### src/rtl/flyby_dma_pkg.sv
package flyby_dma_pkg;

   localparam int unsigned OPW = 3;

   localparam logic [1:0] SZ_B8  = 2'b00;
   localparam logic [1:0] SZ_B16 = 2'b01;
   localparam logic [1:0] SZ_B32 = 2'b10;

   typedef enum logic [1:0] {
      ST_IDLE = 2'd0,
      ST_OP   = 2'd1,
      ST_GAP  = 2'd2
   } seq_st_e;

endpackage

### src/rtl/flyby_op_plan.sv
module flyby_op_plan
   import flyby_dma_pkg::*;
(
   input  logic [1:0]     dsize,
   input  logic           devw,
   output logic [OPW-1:0] nops,
   output logic [1:0]     step
);

   always_comb begin
      nops = OPW'(1);
      if (dsize == SZ_B32)
         nops = devw ? OPW'(2) : OPW'(4);
      else if (dsize == SZ_B16 && !devw)
         nops = OPW'(2);
   end

   assign step = devw ? 2'd2 : 2'd1;

endmodule

### src/rtl/flyby_addr_gen.sv
module flyby_addr_gen #(
   parameter int unsigned AW = 32
) (
   input  logic          clk,
   input  logic          rst_n,
   input  logic          load,
   input  logic [AW-1:0] load_val,
   input  logic          adv,
   input  logic [1:0]    step,
   output logic [AW-1:0] addr
);

   always_ff @(posedge clk or negedge rst_n) begin
      if (!rst_n)
         addr <= '0;
      else if (load)
         addr <= load_val;
      else if (adv)
         addr <= addr + AW'(step);
   end

   assert_addr_step_R5: assert property (@(posedge clk) disable iff (!rst_n)
      (adv && !load) |=> (addr == $past(addr) + AW'($past(step))));

endmodule

### src/rtl/flyby_xfer_ctr.sv
module flyby_xfer_ctr #(
   parameter int unsigned CW = 16
) (
   input  logic          clk,
   input  logic          rst_n,
   input  logic          load,
   input  logic [CW-1:0] load_val,
   input  logic          dec,
   output logic          zero,
   output logic          last
);

   logic [CW-1:0] cnt_q;

   always_ff @(posedge clk or negedge rst_n) begin
      if (!rst_n)
         cnt_q <= '0;
      else if (load)
         cnt_q <= load_val;
      else if (dec)
         cnt_q <= cnt_q - CW'(1);
   end

   assign zero = (cnt_q == '0);
   assign last = (cnt_q == CW'(1));

   assert_no_underflow_R7: assert property (@(posedge clk) disable iff (!rst_n)
      dec |-> !zero);

endmodule

### src/rtl/flyby_dma_chan.sv
module flyby_dma_chan
   import flyby_dma_pkg::*;
#(
   parameter int unsigned AW = 32,
   parameter int unsigned CW = 16
) (
   input  logic          clk,
   input  logic          rst_n,
   input  logic          ch_en,
   input  logic          cfg_dir,
   input  logic [1:0]    cfg_dsize,
   input  logic          cfg_devw,
   input  logic          ld_valid,
   input  logic [AW-1:0] ld_addr,
   input  logic [CW-1:0] ld_count,
   input  logic          irq_clr,
   input  logic          dreq,
   output logic          dack_n,
   output logic          end_n,
   output logic          irq,
   output logic [AW-1:0] mem_addr,
   output logic          mem_rd,
   output logic          mem_wr
);

   if (AW < 4) begin : g_bad_aw
      $error("flyby_dma_chan: AW must be at least 4");
   end
   if (CW < 2) begin : g_bad_cw
      $error("flyby_dma_chan: CW must be at least 2");
   end

   seq_st_e        st_q;
   logic [OPW-1:0] left_q;
   logic           dir_q;
   logic [1:0]     step_q;
   logic           end_q;
   logic           irq_q;
   logic [OPW-1:0] plan_nops;
   logic [1:0]     plan_step;
   logic           cnt_zero;
   logic           cnt_last;
   logic           idle;
   logic           load_ok;
   logic           accept;
   logic           op_now;
   logic           op_last;

   assign idle    = (st_q == ST_IDLE);
   assign load_ok = idle && ld_valid;
   assign accept  = idle && dreq && ch_en && !cnt_zero && !ld_valid;
   assign op_now  = (st_q == ST_OP);
   assign op_last = op_now && (left_q == '0);

   flyby_op_plan u_plan (
      .dsize (cfg_dsize),
      .devw  (cfg_devw),
      .nops  (plan_nops),
      .step  (plan_step)
   );

   flyby_addr_gen #(.AW(AW)) u_addr (
      .clk      (clk),
      .rst_n    (rst_n),
      .load     (load_ok),
      .load_val (ld_addr),
      .adv      (op_now),
      .step     (step_q),
      .addr     (mem_addr)
   );

   flyby_xfer_ctr #(.CW(CW)) u_ctr (
      .clk      (clk),
      .rst_n    (rst_n),
      .load     (load_ok),
      .load_val (ld_count),
      .dec      (op_last),
      .zero     (cnt_zero),
      .last     (cnt_last)
   );

   always_ff @(posedge clk or negedge rst_n) begin
      if (!rst_n) begin
         st_q   <= ST_IDLE;
         left_q <= '0;
         dir_q  <= 1'b0;
         step_q <= 2'd1;
      end else begin
         unique case (st_q)
            ST_IDLE: if (accept) begin
               st_q   <= ST_OP;
               left_q <= plan_nops - OPW'(1);
               dir_q  <= cfg_dir;
               step_q <= plan_step;
            end
            ST_OP: begin
               if (left_q == '0) begin
                  st_q <= ST_IDLE;
               end else begin
                  st_q   <= ST_GAP;
                  left_q <= left_q - OPW'(1);
               end
            end
            ST_GAP:  st_q <= ST_OP;
            default: st_q <= ST_IDLE;
         endcase
      end
   end

   always_ff @(posedge clk or negedge rst_n) begin
      if (!rst_n) begin
         end_q <= 1'b0;
         irq_q <= 1'b0;
      end else begin
         end_q <= op_last && cnt_last;
         if (op_last && cnt_last)
            irq_q <= 1'b1;
         else if (irq_clr)
            irq_q <= 1'b0;
      end
   end

   assign dack_n = !op_now;
   assign mem_rd = op_now && !dir_q;
   assign mem_wr = op_now && dir_q;
   assign end_n  = !end_q;
   assign irq    = irq_q;

   assert_one_strobe_R3: assert property (@(posedge clk) disable iff (!rst_n)
      !dack_n |-> (mem_rd ^ mem_wr));

   assert_ack_single_R6: assert property (@(posedge clk) disable iff (!rst_n)
      !dack_n |=> dack_n);

   assert_end_with_irq_R7: assert property (@(posedge clk) disable iff (!rst_n)
      !end_n |-> irq);

   assert_end_single_R7: assert property (@(posedge clk) disable iff (!rst_n)
      !end_n |=> end_n);

   assert_irq_sticky_R8: assert property (@(posedge clk) disable iff (!rst_n)
      (irq && !irq_clr) |=> irq);

   assert_no_start_R9: assert property (@(posedge clk) disable iff (!rst_n)
      (idle && (!ch_en || cnt_zero)) |=> dack_n);

endmodule

### config.mk
export PLATFORM = sky130hd
export DESIGN_NAME = flyby_dma_chan
export DESIGN_NICKNAME = d
export VERILOG_FILES = /design/src/rtl/flyby_dma_pkg.sv /design/src/rtl/flyby_op_plan.sv /design/src/rtl/flyby_addr_gen.sv /design/src/rtl/flyby_xfer_ctr.sv /design/src/rtl/flyby_dma_chan.sv
export SDC_FILE = /design/constraint.sdc
export NUM_CORES = 1
export LEC_CHECK = 0
export ABC_AREA = 1
export ABC_CLOCK_PERIOD_IN_PS = 2700
export BUFFER_PORTS_ARGS = -buffer_cell sky130_fd_sc_hd__buf_2
export CAP_MARGIN = 10
export CORE_ASPECT_RATIO = 1.5
export CORE_MARGIN = 4
export CORE_UTILIZATION = 55
export CTS_BUF_LIST = sky130_fd_sc_hd__clkbuf_8
export CTS_CLUSTER_DIAMETER = 120
export DETAILED_ROUTE_END_ITERATION = 7
export PLACE_DENSITY = 0.8
export SYNTH_ARGS = -nofsm -noshare
export SYNTH_HDL_FRONTEND = slang
export SYNTH_HIERARCHICAL = 1
export SYNTH_SLANG_ARGS = --single-unit
### constraint.sdc
create_clock -name clk -period 2.7 [get_ports clk]
set_input_delay 0.405 -clock clk [delete_from_list [all_inputs] [get_ports clk]]
set_output_delay 0.405 -clock clk [all_outputs]
set_load 0.005 [all_outputs]
==> results of run 1 <==
==> metal layers <==
layer / track usage / part of all wire / wire length, µm / vias up
met2: 0.495 / 0.55 / 6190 / 127
met1: 0.290 / 0.37 / 4120 / 1926
met3: 0.0639 / 0.058 / 654 / 23
met4: 0.143 / 0.028 / 314 / 0
li1: - / - / - / 2011
met5: 0 / 0 / 0 / -
==> worst max-delay path, delay by kind of cell (launching register included) <==
kind | cells | cell delay, ns
and+or+nand+nor | 2 | 0.82
AOI/OAI and AO/OA | 1 | 0.26
buffers and inverters | 3 | 0.47
DFF | 1 | 0.46
==> metrics by stage <==
stage               instances  area, µm²  power (mW)  setup WS [ns]  utilization
floorplan                 562       3950        3.41          0.795            -
global placement          726       4500        4.17          0.699        0.649
detailed placement        726       4500        4.26          0.596        0.649
CTS                       742       4680        5.05          0.583        0.674
global route              742       4680        5.50          0.460        0.674
finish                    742       4680        5.03          0.608        0.674
==> synthesized netlist by cell type (6+ instances only) <==
master,n
sky130_fd_sc_hd__nand2_1,188
sky130_fd_sc_hd__nor2_2,8
sky130_fd_sc_hd__nor2_1,62
sky130_fd_sc_hd__nand3_1,39
sky130_fd_sc_hd__o21ai_1,10
sky130_fd_sc_hd__a22oi_1,37
sky130_fd_sc_hd__o21ai_0,12
sky130_fd_sc_hd__dfrtp_1,57
sky130_fd_sc_hd__nand2_2,9
sky130_fd_sc_hd__inv_1,59
sky130_fd_sc_hd__nor2_4,10
sky130_fd_sc_hd__xor2_1,15
sky130_fd_sc_hd__nand3b_1,6
==> sequential cells by signal (all words and copies together) (netlist names) <==
name / cells
step_q: 2
left_q: 3
irq: 1
u_addr/addr: 32
u_ctr/cnt_q: 16
end_q: 1
st_q: 2
dir_q: 1
==> cell usage in the layout (no fill, tap or decap), types with 6 or more instances in the layout <==
master,instances
sky130_fd_sc_hd__nand2_2,9
sky130_fd_sc_hd__clkbuf_8,9
sky130_fd_sc_hd__nor2_1,61
sky130_fd_sc_hd__nand2_1,188
sky130_fd_sc_hd__dfrtp_1,57
sky130_fd_sc_hd__o21ai_0,12
sky130_fd_sc_hd__o21ai_1,10
sky130_fd_sc_hd__nor2_4,10
sky130_fd_sc_hd__inv_1,63
sky130_fd_sc_hd__a22oi_1,37
sky130_fd_sc_hd__xor2_1,15
sky130_fd_sc_hd__nor2_2,9
sky130_fd_sc_hd__buf_2,94
sky130_fd_sc_hd__nand3_1,39
sky130_fd_sc_hd__nand3b_1,6
==> logic make-up (layout without fill, tap and decap cells) <==
group           Yosys count  count (layout)  synth area share
simple gates            333             333             0.375
flops                    58              58             0.367
buf+inv                  75             177            0.0747
compound gates           71              71             0.120
xor+xnor                 19              19            0.0421
fa+ha+maj                 6               6            0.0209
==> where the power goes <==
group | switching (mW) | total [mW] | internal (mW)
Clock | 0.346 | 0.755 | 0.410
Sequential | 0.600 | 1.89 | 1.29
Combinational | 1.45 | 2.39 | 0.939
Total | 2.40 | 5.03 | 2.63
==> area by class of cell <==
cell class,count,area [µm²]
Timing Repair Buffer,99,508
Inverter,62,233
Clock inverter,7,55.1
Clock buffer,9,124
Fill cell,624,2260
Multi-Input combinational cell,429,2210
Tap cell,78,97.6
Sequential cell,58,1450
==> worst max path at each step <==
stage	startpoint	to	slack [ns]	cells past startpoint
after global placement	step_q[0]	u_addr/addr[30]	0.70	11
after CTS	st_q[0]	u_addr/addr[4]	0.58	6
final	st_q[0]	u_addr/addr[4]	0.61	6
after detailed placement	st_q[0]	u_addr/addr[4]	0.60	6
after floorplan	step_q[0]	u_addr/addr[30]	0.79	11
after global routing	st_q[0]	u_addr/addr[10]	0.46	6
==> summary by stage, run 1 <==
Run status
The flow ran to the end, and the final reports show no timing, DRC or antenna violations.

Finish
The final net count is 723. The repair_antennas step left the layout with diodes totalling 0. The area added between synthesis and finish is 18.4%. Of the cells placed in the final design, the portion with a size suffix greater than 1 is 0.224.

Clock network
TritonCTS built the clock tree. The number of buffers inserted by hold repair at cts is 0. At the later pin of the worst-skew pair, clock insertion delay measures 0.34 ns. Once the clock tree was built, the resizer swapped 0 gates to a different size.

The number of buffers inserted to repair setup after CTS is 0. The tree built by TritonCTS fans out to just under 60 sinks. The root cell of the clock tree is sky130_fd_sc_hd__clkbuf_8.

Clock tree synthesis inserted a total of 9 buffers. The post-CTS clock slew at the launch and capture registers of the worst setup and hold paths is 0.07 ns. The maximum buffer depth of the clock tree is 2. The number of H-tree branching levels is 3.

Logic synthesis
The sequential share of the synthesized area is 0.367. Counting every instance in the synthesized netlist gives 562. The most common flop cell mapped by yosys is sky130_fd_sc_hd__dfrtp_1. The number of synthesis warnings is 6. Synthesis produced a netlist with a net count of around 630. The cell type contributing the most total cell area after synthesis is sky130_fd_sc_hd__dfrtp_1. The share of flip-flops with an asynchronous set or reset is 1.00. Of the post-synthesis cell area, the dominant cell type holds 0.361. The average cell area after synthesis is about 7 µm². The number of library cell types mapped by synthesis is 32. Summing every instance area after synthesis gives 3950 µm². The flip-flop and latch count after synthesis is 58. The number of flops mapped to enable cells by yosys is 0.

In the post-synthesis netlist, the biggest area contributors are sky130_fd_sc_hd__dfrtp_1, sky130_fd_sc_hd__nand2_1, sky130_fd_sc_hd__a22oi_1, sky130_fd_sc_hd__nor2_1, sky130_fd_sc_hd__inv_1.

Setup path
STA classifies the critical path startpoint as a register. The minimum setup slack among reg-to-reg paths is 0.61 ns. The worst-path maximum fanout is 11. The number of cells on the worst reg-to-reg path is 6.

Data on the critical path is required at its endpoint by 2.95 ns. The data arrival time of the worst path is 2.34 ns. The critical path goes through inv_2, nor2_4, inv_1, nor2_1, inv_1, o211ai_1.

The beginning of the worst register-to-register path is st_q[0]. Counting stages on the worst path, the most repeated cell is sky130_fd_sc_hd__inv_1. For this design, the slowest cell found on the critical path is sky130_fd_sc_hd__nor2_1. The peak per-stage delay on the critical path is 0.66 ns.

The type of the setup path with the least slack is register to register. The critical path capture point type is a register. The endpoint identified for the worst register-to-register timing path is u_addr/addr[4].

STA
The worst hold margin is 0.146 ns. The final critical-path share of the clock period is 0.775. The final number of max-transition violations is 0. Setup violations remaining at the end of the flow were counted as 0. The shortest period the worst path allows is about 2.1 ns. The final clock skew is between 0.006 and 0.007 ns.

For the final routed database, the setup TNS stands at 0 ns. For the pin with the worst max-slew slack, the measured transition is a little under 0.9 ns. The number of hold violations in the final report came to 0. Setup repair after global routing left no endpoint under its margin. Based on the critical path, the design can be clocked at up to 478 MHz. The worst max-slew margin expressed relative to the limit is 0.420.

Placement
The final HPWL from detailed placement is 8400 µm. Routability-driven placement finished with a final weighted congestion of about 0.96. The count of buffers added on input and output ports is 94.

Hold path
The type of the tightest min-delay check is input port to async pin.

Global routing
The remaining global-route overflow is 0. In the global route stage, overall resource usage came out at 0.273. The initial antenna violation count is 0.

The maximum number of pins on one net before global-route repair is between 50 and 60. The via count of the first global-routing pass is 4151. The first global-routing pass estimated around 19000 µm of wire.

Drt
The detailed-route vias per instance is 5.51. The remaining antenna violation count is 0. The final route contains between 4000 and 5000 vias. The total DRC errors in the routed layout is 0. The first detailed-routing pass took 4 iterations.

In this run, the number of DRC markers left after iteration 0 of detailed routing was 306. The routed wire length is roughly 11000 µm. In the final routed layout, each cell accounts on average for 15.2 µm.

Pwr
The maximum resistive drop on vdd is ~0.8 mV. For this design the ratio of total power to cell area is 1070 nW/µm². The total leakage power is 2.39 nW.

Flow run
Across the run, the number of max-cap violations was 0.

Floorplanning
The initial standard-cell utilization of the core is 0.569. The area of the die is 8640 µm². The floorplan core area is between 6000 and 7000 µm². In this run the count of I/O pins placed on the die edge is 95. Measured along the y axis, the die boundary spans ~110 µm. The initialized floorplan defines 37 standard-cell rows.

The width of the die is between 70 and 80 µm.
Note: power is estimated with default switching activity, not from simulation.
==> run 2, diff against run 1 <==
--- a/config.mk
+++ b/config.mk
@@ -6,16 +6,16 @@
 export NUM_CORES = 1
 export LEC_CHECK = 0
 export ABC_AREA = 1
-export ABC_CLOCK_PERIOD_IN_PS = 2700
+export ABC_CLOCK_PERIOD_IN_PS = 1700
 export BUFFER_PORTS_ARGS = -buffer_cell sky130_fd_sc_hd__buf_2
 export CAP_MARGIN = 10
 export CORE_ASPECT_RATIO = 1.5
 export CORE_MARGIN = 4
-export CORE_UTILIZATION = 55
+export CORE_UTILIZATION = 51
 export CTS_BUF_LIST = sky130_fd_sc_hd__clkbuf_8
 export CTS_CLUSTER_DIAMETER = 120
 export DETAILED_ROUTE_END_ITERATION = 7
-export PLACE_DENSITY = 0.8
+export PLACE_DENSITY = 0.78
 export SYNTH_ARGS = -nofsm -noshare
 export SYNTH_HDL_FRONTEND = slang
 export SYNTH_HIERARCHICAL = 1
==> constraint.sdc (replaced) <==
create_clock -name clk -period 1.7 [get_ports clk]
set_input_delay 0.255 -clock clk [delete_from_list [all_inputs] [get_ports clk]]
set_output_delay 0.255 -clock clk [all_outputs]
set_load 0.005 [all_outputs]
==> run 2 against run 1 <==
The run now ends with negative setup slack left. Clock power up 58%. Final cell count up 7.7%. Register-to-register slack worse by 0.84 ns. First-iteration DRC count down 3.3%. Setup slack worse by 0.84 ns. Wire length grew 3.7%. Clock skew hardly changed.
==> summary by stage, run 2 (synthesis gave the netlist of run 1 again) <==
STA
The number of hold violations in the final report is 0 (unchanged). The final number of max-transition violations came to 0 (unchanged). The worst max-slew margin expressed relative to the limit came to 0.785 (was 0.420). The final critical-path share of the clock period is 1.14 (was 0.775).

The worst hold margin is 0.0783 ns (was 0.146 ns). The achievable frequency is 517 MHz (was 478 MHz). The slew at the pin closest to its max-slew limit is 0.323 ns (was 0.867 ns).

The count of final setup violators came to 15 (was 0). The shortest period the worst path allows is 1.93 ns (was 2.09 ns). The total negative slack for setup checks is -2.34 ns (was 0 ns).

The final clock skew came to 0.00670 ns (was 0.00687 ns). The final worst setup slack is -0.235 ns (was 0.608 ns). RSZ-0062 raised after global routing: yes (was no).

Global routing
The first-pass GRT wire length is 18300 µm (was 18900 µm). The initial antenna violation count is 0 (unchanged). The remaining global-route overflow is 0 (unchanged). The total routing resource utilization after global routing was 0.253 (was 0.273). The via count of the first global-routing pass was 4180 (was 4151). The maximum number of pins on one net before global-route repair is 59 (was 52).

Finish
The number of flip-flops under the largest register name is 32 (unchanged). The fraction of layout cells with a size suffix above 1 is 0.274 (was 0.224). The final net count is 756 (was 723). Leading cell types in the layout, fill and taps excluded: sky130_fd_sc_hd__nand2_1, sky130_fd_sc_hd__buf_2, sky130_fd_sc_hd__nor2_1 (was sky130_fd_sc_hd__nand2_1, sky130_fd_sc_hd__buf_2, sky130_fd_sc_hd__inv_1). Largest registers: u_addr/addr (32), u_ctr/cnt_q (16), left_q (3) (unchanged).

The number of cells in the finished layout apart from fillers is 799 (was 742). The leading cell type in the layout, fill and taps excluded is sky130_fd_sc_hd__nand2_1 (unchanged). The antenna diode count is 0 (unchanged). The area added between synthesis and finish came to 28.2% (was 18.4%). The final design area excluding fillers is 5070 µm² (was 4680 µm²). The register with the highest flop count is u_addr/addr (unchanged).

Setup path
The most frequent cell on the critical path was sky130_fd_sc_hd__buf_4 (was sky130_fd_sc_hd__inv_1). The critical path startpoint category is a register (unchanged). The library cell contributing the largest single delay on the critical path is sky130_fd_sc_hd__dfstp_2 (was sky130_fd_sc_hd__nor2_1). The worst-path maximum fanout is 4 (was 11). The critical path capture point type was a register (unchanged).

Cell-by-cell trace of the critical path: ha_4, inv_2, fa_2, nor2_4, buf_4, buf_6, buf_4, xnor2_1, o211ai_1 (was inv_2, nor2_4, inv_1, nor2_1, inv_1, o211ai_1). The required time of the worst setup path is 1.91 ns (was 2.95 ns). The data arrival time of the worst path is 2.14 ns (was 2.34 ns). The peak per-stage delay on the critical path came to 0.56 ns (was 0.66 ns). The type of the setup path with the least slack is register to register (unchanged).

Drt
The remaining antenna violation count is 0 (unchanged). The detailed-route vias per instance came to 5.38 (was 5.51). The via total after detailed routing is 4299 (was 4087). The number of DRC markers in iteration 0 came to 296 (was 306). The average routed wire per standard cell is 14.6 µm (was 15.2 µm). The detailed-routing iteration count for the pre-antenna-repair pass came to 5 (was 4).

The total DRC errors in the routed layout is 0 (unchanged). The routed wire length is 11700 µm (was 11300 µm).

Hold path
The type of the tightest min-delay check was input port to register (was input port to async pin).

Placement
The worst setup slack before clock tree synthesis came to -0.200 ns (was 0.596 ns). The weighted congestion at the end of routability-driven global placement is 0.971 (was 0.961). The number of buffers inserted by port buffering is 94 (unchanged). The placed instance count is 776 (was 726). The final HPWL from detailed placement was 8640 µm (was 8400 µm).

The placement-stage cell area is 4780 µm² (was 4500 µm²).

Clock network
The root cell of the clock tree is sky130_fd_sc_hd__clkbuf_8 (unchanged). The TritonCTS clock tree was done (unchanged). The number of H-tree branching levels is 3 (unchanged). The CTS sink count is 58 (unchanged). The clock latency on the worst-skew pair was 0.34 ns (about the same).

The post-CTS clock slew at the launch and capture registers of the worst setup and hold paths was 0.07 ns (about the same). The maximum buffer depth of the clock tree is 2 (unchanged). The clock buffer count from CTS is 9 (unchanged).

Flow run
The max-cap violation count was 0 (unchanged).

Pwr
The maximum resistive drop on vdd is 0.917 mV (was 0.792 mV). The ratio of total power to cell area was 1710 nW/µm² (was 1070 nW/µm²). The total leakage power is 2.56 nW (was 2.39 nW).

Run status
Result of the run: finished with violations (was completed). The checks that failed: negative setup slack.

Floorplanning
The total I/O pin count is 95 (unchanged). The width of the die is 79.9 µm (was 77.2 µm). The floorplan core area was 7560 µm² (was 6940 µm²). The initial standard-cell utilization of the core was 0.523 (was 0.569). The height of the chip is 116 µm (was 112 µm). The site row count was 39 (was 37). The area of the die came to 9250 µm² (was 8640 µm²).
==> run 2: cell count changes in the layout (fill, tap and decap cells not counted), sizes merged <==
cell / change
inv: -3
clkinvlp: +1
clkbuf: +3
bufinv: -1
dlygate4sd3: +1
buf: +32
==> run 2: metrics by stage <==
stage                util  total power [mW]
finish              0.670              8.65
global route        0.670              9.36
CTS                 0.662              8.52
detailed placement  0.632              7.25
global placement    0.632              7.10
floorplan               -              5.45
==> run 2: power by group <==
group          internal, mW  leakage, nW  switching (mW)
combinational          1.96         1.74            2.54
sequential             2.04        0.717           0.911
clock                 0.633        0.105           0.560
total                  4.64         2.56            4.02
==> run 2: area by class of cell <==
class / count / area, µm²
timing repair buffer: 132 / 791
sequential: 58 / 1450
fill: 672 / 2490
clock inverter: 4 / 17.5
inverter: 62 / 236
tap: 102 / 128
multi-input combinational: 429 / 2280
clock buffer: 12 / 165
==> run 2: worst max-delay path, delay by kind of cell, from the launching register on <==
family | cells | cell delay (ns)
compound gates | 1 | 0.10
xor+xnor | 1 | 0.11
fa+ha+maj | 2 | 0.51
buf+inv | 4 | 0.36
flops | 1 | 0.56
simple gates | 1 | 0.18
==> run 2: final timing paths <==
path	start	depth (start not counted)	slack, ns	endpoint
setup reg to reg	step_q[0]	9	-0.23	u_addr/addr[4]
min in group asynchronous	rst_n	3	0.45	u_addr/addr[13]
setup / recovery	step_q[0]	9	-0.23	u_addr/addr[4]
max in group asynchronous	rst_n	3	0.94	step_q[0]
hold / removal	irq_clr	2	0.08	irq
hold reg to reg	irq	2	0.52	irq
==> run 2: timing repair <==
item | CTS | global route
gates resized for setup | 6 | 9
pin swaps | 2 | 5
gates cloned | 0 | 0
hold buffers | 1 | 0
setup endpoints to repair | 14 | 29
setup buffers | 2 | 4
hold endpoints to repair | 57 | 0
==> run 2: per-layer routing <==
metal,vias to the layer above,global-route usage,wire length (µm)
met1,2015,0.257,4290
met4,0,0.136,528
met5,-,0,0
met3,39,0.0420,652
met2,163,0.483,6220
li1,2082,-,-
==> run 3, diff against run 2 <==
--- a/config.mk
+++ b/config.mk
@@ -6,7 +6,7 @@
 export NUM_CORES = 1
 export LEC_CHECK = 0
 export ABC_AREA = 1
-export ABC_CLOCK_PERIOD_IN_PS = 1700
+export ABC_CLOCK_PERIOD_IN_PS = 1750
 export BUFFER_PORTS_ARGS = -buffer_cell sky130_fd_sc_hd__buf_2
 export CAP_MARGIN = 10
 export CORE_ASPECT_RATIO = 1.5
==> constraint.sdc (replaced) <==
create_clock -name clk -period 1.75 [get_ports clk]
set_input_delay 0.2625 -clock clk [delete_from_list [all_inputs] [get_ports clk]]
set_output_delay 0.2625 -clock clk [all_outputs]
set_load 0.005 [all_outputs]
==> run 3 against run 2 <==
The flow finishes with violations (design-rule violations, negative setup slack). Count of clock-buffer cells in the layout is the same. Wire length is 1.9% higher. Non-clock buffer count down 3. Via count increased by 0.30%. Die area did not move. Sequential power is 2% lower. Total power decreased by 2.7%. Clock power hardly changed. Combinational power decreased by 3%. Worst hold slack improved by 0.013 ns. Critical path depth rose by 2. Global-route usage increased by 1.0 points.
==> summary by stage, run 3 (synthesis gave the netlist of run 1 again) <==
Clock network
The clock buffer count from CTS is 9 (unchanged). The CTS sink count is 58 (unchanged). The post-CTS clock slew at the launch and capture registers of the worst setup and hold paths is 0.07 ns (about the same).

The maximum buffer depth of the clock tree is 2 (unchanged). The root cell of the clock tree was sky130_fd_sc_hd__clkbuf_8 (unchanged). The number of H-tree branching levels was 3 (unchanged). The clock latency on the worst-skew pair is 0.36 ns (was 0.34 ns). The TritonCTS clock tree is done (unchanged).

Global routing
The initial antenna violation count is 0 (unchanged). The remaining global-route overflow is 0 (unchanged). The total routing resource utilization after global routing is 0.264 (was 0.253).

The first-pass GRT wire length was 18900 µm (was 18300 µm). The maximum number of pins on one net before global-route repair is 59 (unchanged). The via count of the first global-routing pass was 4151 (was 4180).

Drt
The remaining antenna violation count is 0 (unchanged). The routed wire length is 11900 µm (was 11700 µm). The detailed-route vias per instance was 5.42 (was 5.38). The number of DRC markers in iteration 0 is 359 (was 296).

The detailed-routing iteration count for the pre-antenna-repair pass is 8 (was 5). The via total after detailed routing came to 4312 (was 4299). The total DRC errors in the routed layout came to 1 (was 0). The average routed wire per standard cell is 15.0 µm (was 14.6 µm).

Floorplanning
The height of the chip is 116 µm (unchanged). The area of the die is 9250 µm² (unchanged). The initial standard-cell utilization of the core is 0.523 (unchanged). The floorplan core area was 7560 µm² (unchanged). The total I/O pin count came to 95 (unchanged). The site row count is 39 (unchanged). The width of the die came to 79.9 µm (unchanged).

Finish
The final design area excluding fillers is 5070 µm² (about the same). The number of cells in the finished layout apart from fillers is 796 (was 799). The count of filler cells inserted in the layout was 660 (was 672). Leading cell types in the layout, fill and taps excluded: sky130_fd_sc_hd__nand2_1, sky130_fd_sc_hd__buf_2, sky130_fd_sc_hd__inv_1 (was sky130_fd_sc_hd__nand2_1, sky130_fd_sc_hd__buf_2, sky130_fd_sc_hd__nor2_1). The number of flip-flops under the largest register name was 32 (unchanged).

The fraction of layout cells with a size suffix above 1 is 0.275 (was 0.274). The area added between synthesis and finish is 28.4% (was 28.2%). The register with the highest flop count is u_addr/addr (unchanged). The final net count was 753 (was 756). The antenna diode count is 0 (unchanged). The leading cell type in the layout, fill and taps excluded was sky130_fd_sc_hd__nand2_1 (unchanged). Largest registers: u_addr/addr (32), u_ctr/cnt_q (16), left_q (3) (unchanged).

Setup path
The minimum setup slack among reg-to-reg paths is -0.16 ns (was -0.23 ns). The critical path capture point type is a register (unchanged). The critical path startpoint category was a register (unchanged). The origin of the worst setup path is step_q[0] (unchanged). The type of the setup path with the least slack is register to register (unchanged). The library cell contributing the largest single delay on the critical path is sky130_fd_sc_hd__dfstp_2 (unchanged). The worst-path maximum fanout is 5 (was 4). The capturing instance or port of the critical path is u_addr/addr[30] (was u_addr/addr[4]). The number of cells on the worst reg-to-reg path is 11 (was 9).

The beginning of the worst register-to-register path was step_q[0] (unchanged). The data arrival time of the worst path is 2.15 ns (was 2.14 ns). Cell-by-cell trace of the critical path: ha_4, inv_2, fa_2, nor2_4, nand2_2, nor2_4, nand2_1, nand2_1, nand2_1, nand2_1, nand2_1 (was ha_4, inv_2, fa_2, nor2_4, buf_4, buf_6, buf_4, xnor2_1, o211ai_1).

The most frequent cell on the critical path is sky130_fd_sc_hd__nand2_1 (was sky130_fd_sc_hd__buf_4). The critical register-to-register path endpoint is u_addr/addr[30] (was u_addr/addr[4]). The peak per-stage delay on the critical path came to 0.55 ns (was 0.56 ns). The required time of the worst setup path is 2.00 ns (was 1.91 ns).

Placement
The number of buffers inserted by port buffering is 94 (unchanged). The final HPWL from detailed placement is 8880 µm (was 8640 µm). The placement-stage cell area is 4750 µm² (was 4780 µm²). The weighted congestion at the end of routability-driven global placement is 0.998 (was 0.971). The placed instance count is 772 (was 776).

STA
The final clock skew was 0.0107 ns (was 0.00670 ns). The worst max-slew margin expressed relative to the limit is 0.731 (was 0.785). The final worst setup slack is -0.156 ns (was -0.235 ns). The count of final setup violators is 12 (was 15). RSZ-0062 raised after global routing: yes (unchanged). The final critical-path share of the clock period is 1.09 (was 1.14). The shortest period the worst path allows is 1.91 ns (was 1.93 ns). The slew at the pin closest to its max-slew limit was 0.403 ns (was 0.323 ns). The achievable frequency is 525 MHz (was 517 MHz). The number of hold violations in the final report is 0 (unchanged). The final number of max-transition violations was 0 (unchanged). The total negative slack for setup checks is -1.20 ns (was -2.34 ns).

Pwr
The maximum resistive drop on vdd is 1.04 mV (was 0.917 mV). The ratio of total power to cell area is 1660 nW/µm² (was 1710 nW/µm²). The total leakage power is 2.57 nW (was 2.56 nW).

Run status
Violations in the final reports: design-rule violations, negative setup slack (was negative setup slack). Result of the run: finished with violations (unchanged).

Hold path
The type of the tightest min-delay check is input port to register (unchanged).

Flow run
The max-cap violation count came to 0 (unchanged).
## run 3: timing repair
action                                 CTS  global route
setup buffers                            0             7
pin swaps                                0             8
hold buffers                             1             0
setup endpoints to repair               12            32
endpoints found under the hold margin   57             0
resized for setup                        6            13
## run 3: worst min path at each step
| stage | start | to | slack, ns | cells past startpoint |
|---|---|---|---|---|
| after floorplan | rst_n | dir_q | -0.03 | 0 |
| after global placement | rst_n | u_addr/addr[29] | 0.30 | 2 |
| after detailed placement | rst_n | u_addr/addr[15] | 0.30 | 2 |
| after CTS | irq_clr | irq | 0.09 | 2 |
| after global routing | irq_clr | irq | 0.08 | 2 |
| final | irq_clr | irq | 0.09 | 2 |
## run 3: area by class of cell
type / count / area, µm² / area share
clock inverters: 4 / 17.5 / 0.00345
repair buffers: 129 / 761 / 0.150
multi-input cells: 429 / 2320 / 0.457
inverters: 62 / 233 / 0.0459
flip-flops and latches: 58 / 1450 / 0.286
well taps: 102 / 128 / 0.0251
clock buffers: 12 / 165 / 0.0325
## run 3: critical path, delay by kind of cell (launching register included)
family / cells / cell delay [ns]
flops: 1 / 0.55
buf+inv: 1 / 0.03
simple gates: 8 / 0.71
fa+ha+maj: 2 / 0.51
## run 3: layer usage
metal  wire length (µm)  track usage  share of wire
met5                  0            0              0
met4                417        0.129          0.035
met3                810       0.0521          0.068
met2               6470        0.497           0.54
met1               4220        0.272           0.35
## run 3: through the flow
step	total power, mW	worst slack [ns]	utilization	hold slack [ns]
finish	8.42	-0.156	0.671	0.0915
global route	9.11	-0.245	0.671	0.0832
CTS	8.20	-0.133	0.656	0.0876
detailed placement	6.99	-0.125	0.628	0.298
global placement	6.84	-0.104	0.628	0.298
floorplan	5.30	-0.0512	-	-0.0331
## run 3: power breakdown
part / switching [mW] / leakage (nW) / internal, mW
combinational: 2.49 / 1.75 / 1.87
clock: 0.549 / 0.105 / 0.615
sequential: 0.912 / 0.717 / 1.99
total: 3.95 / 2.57 / 4.47
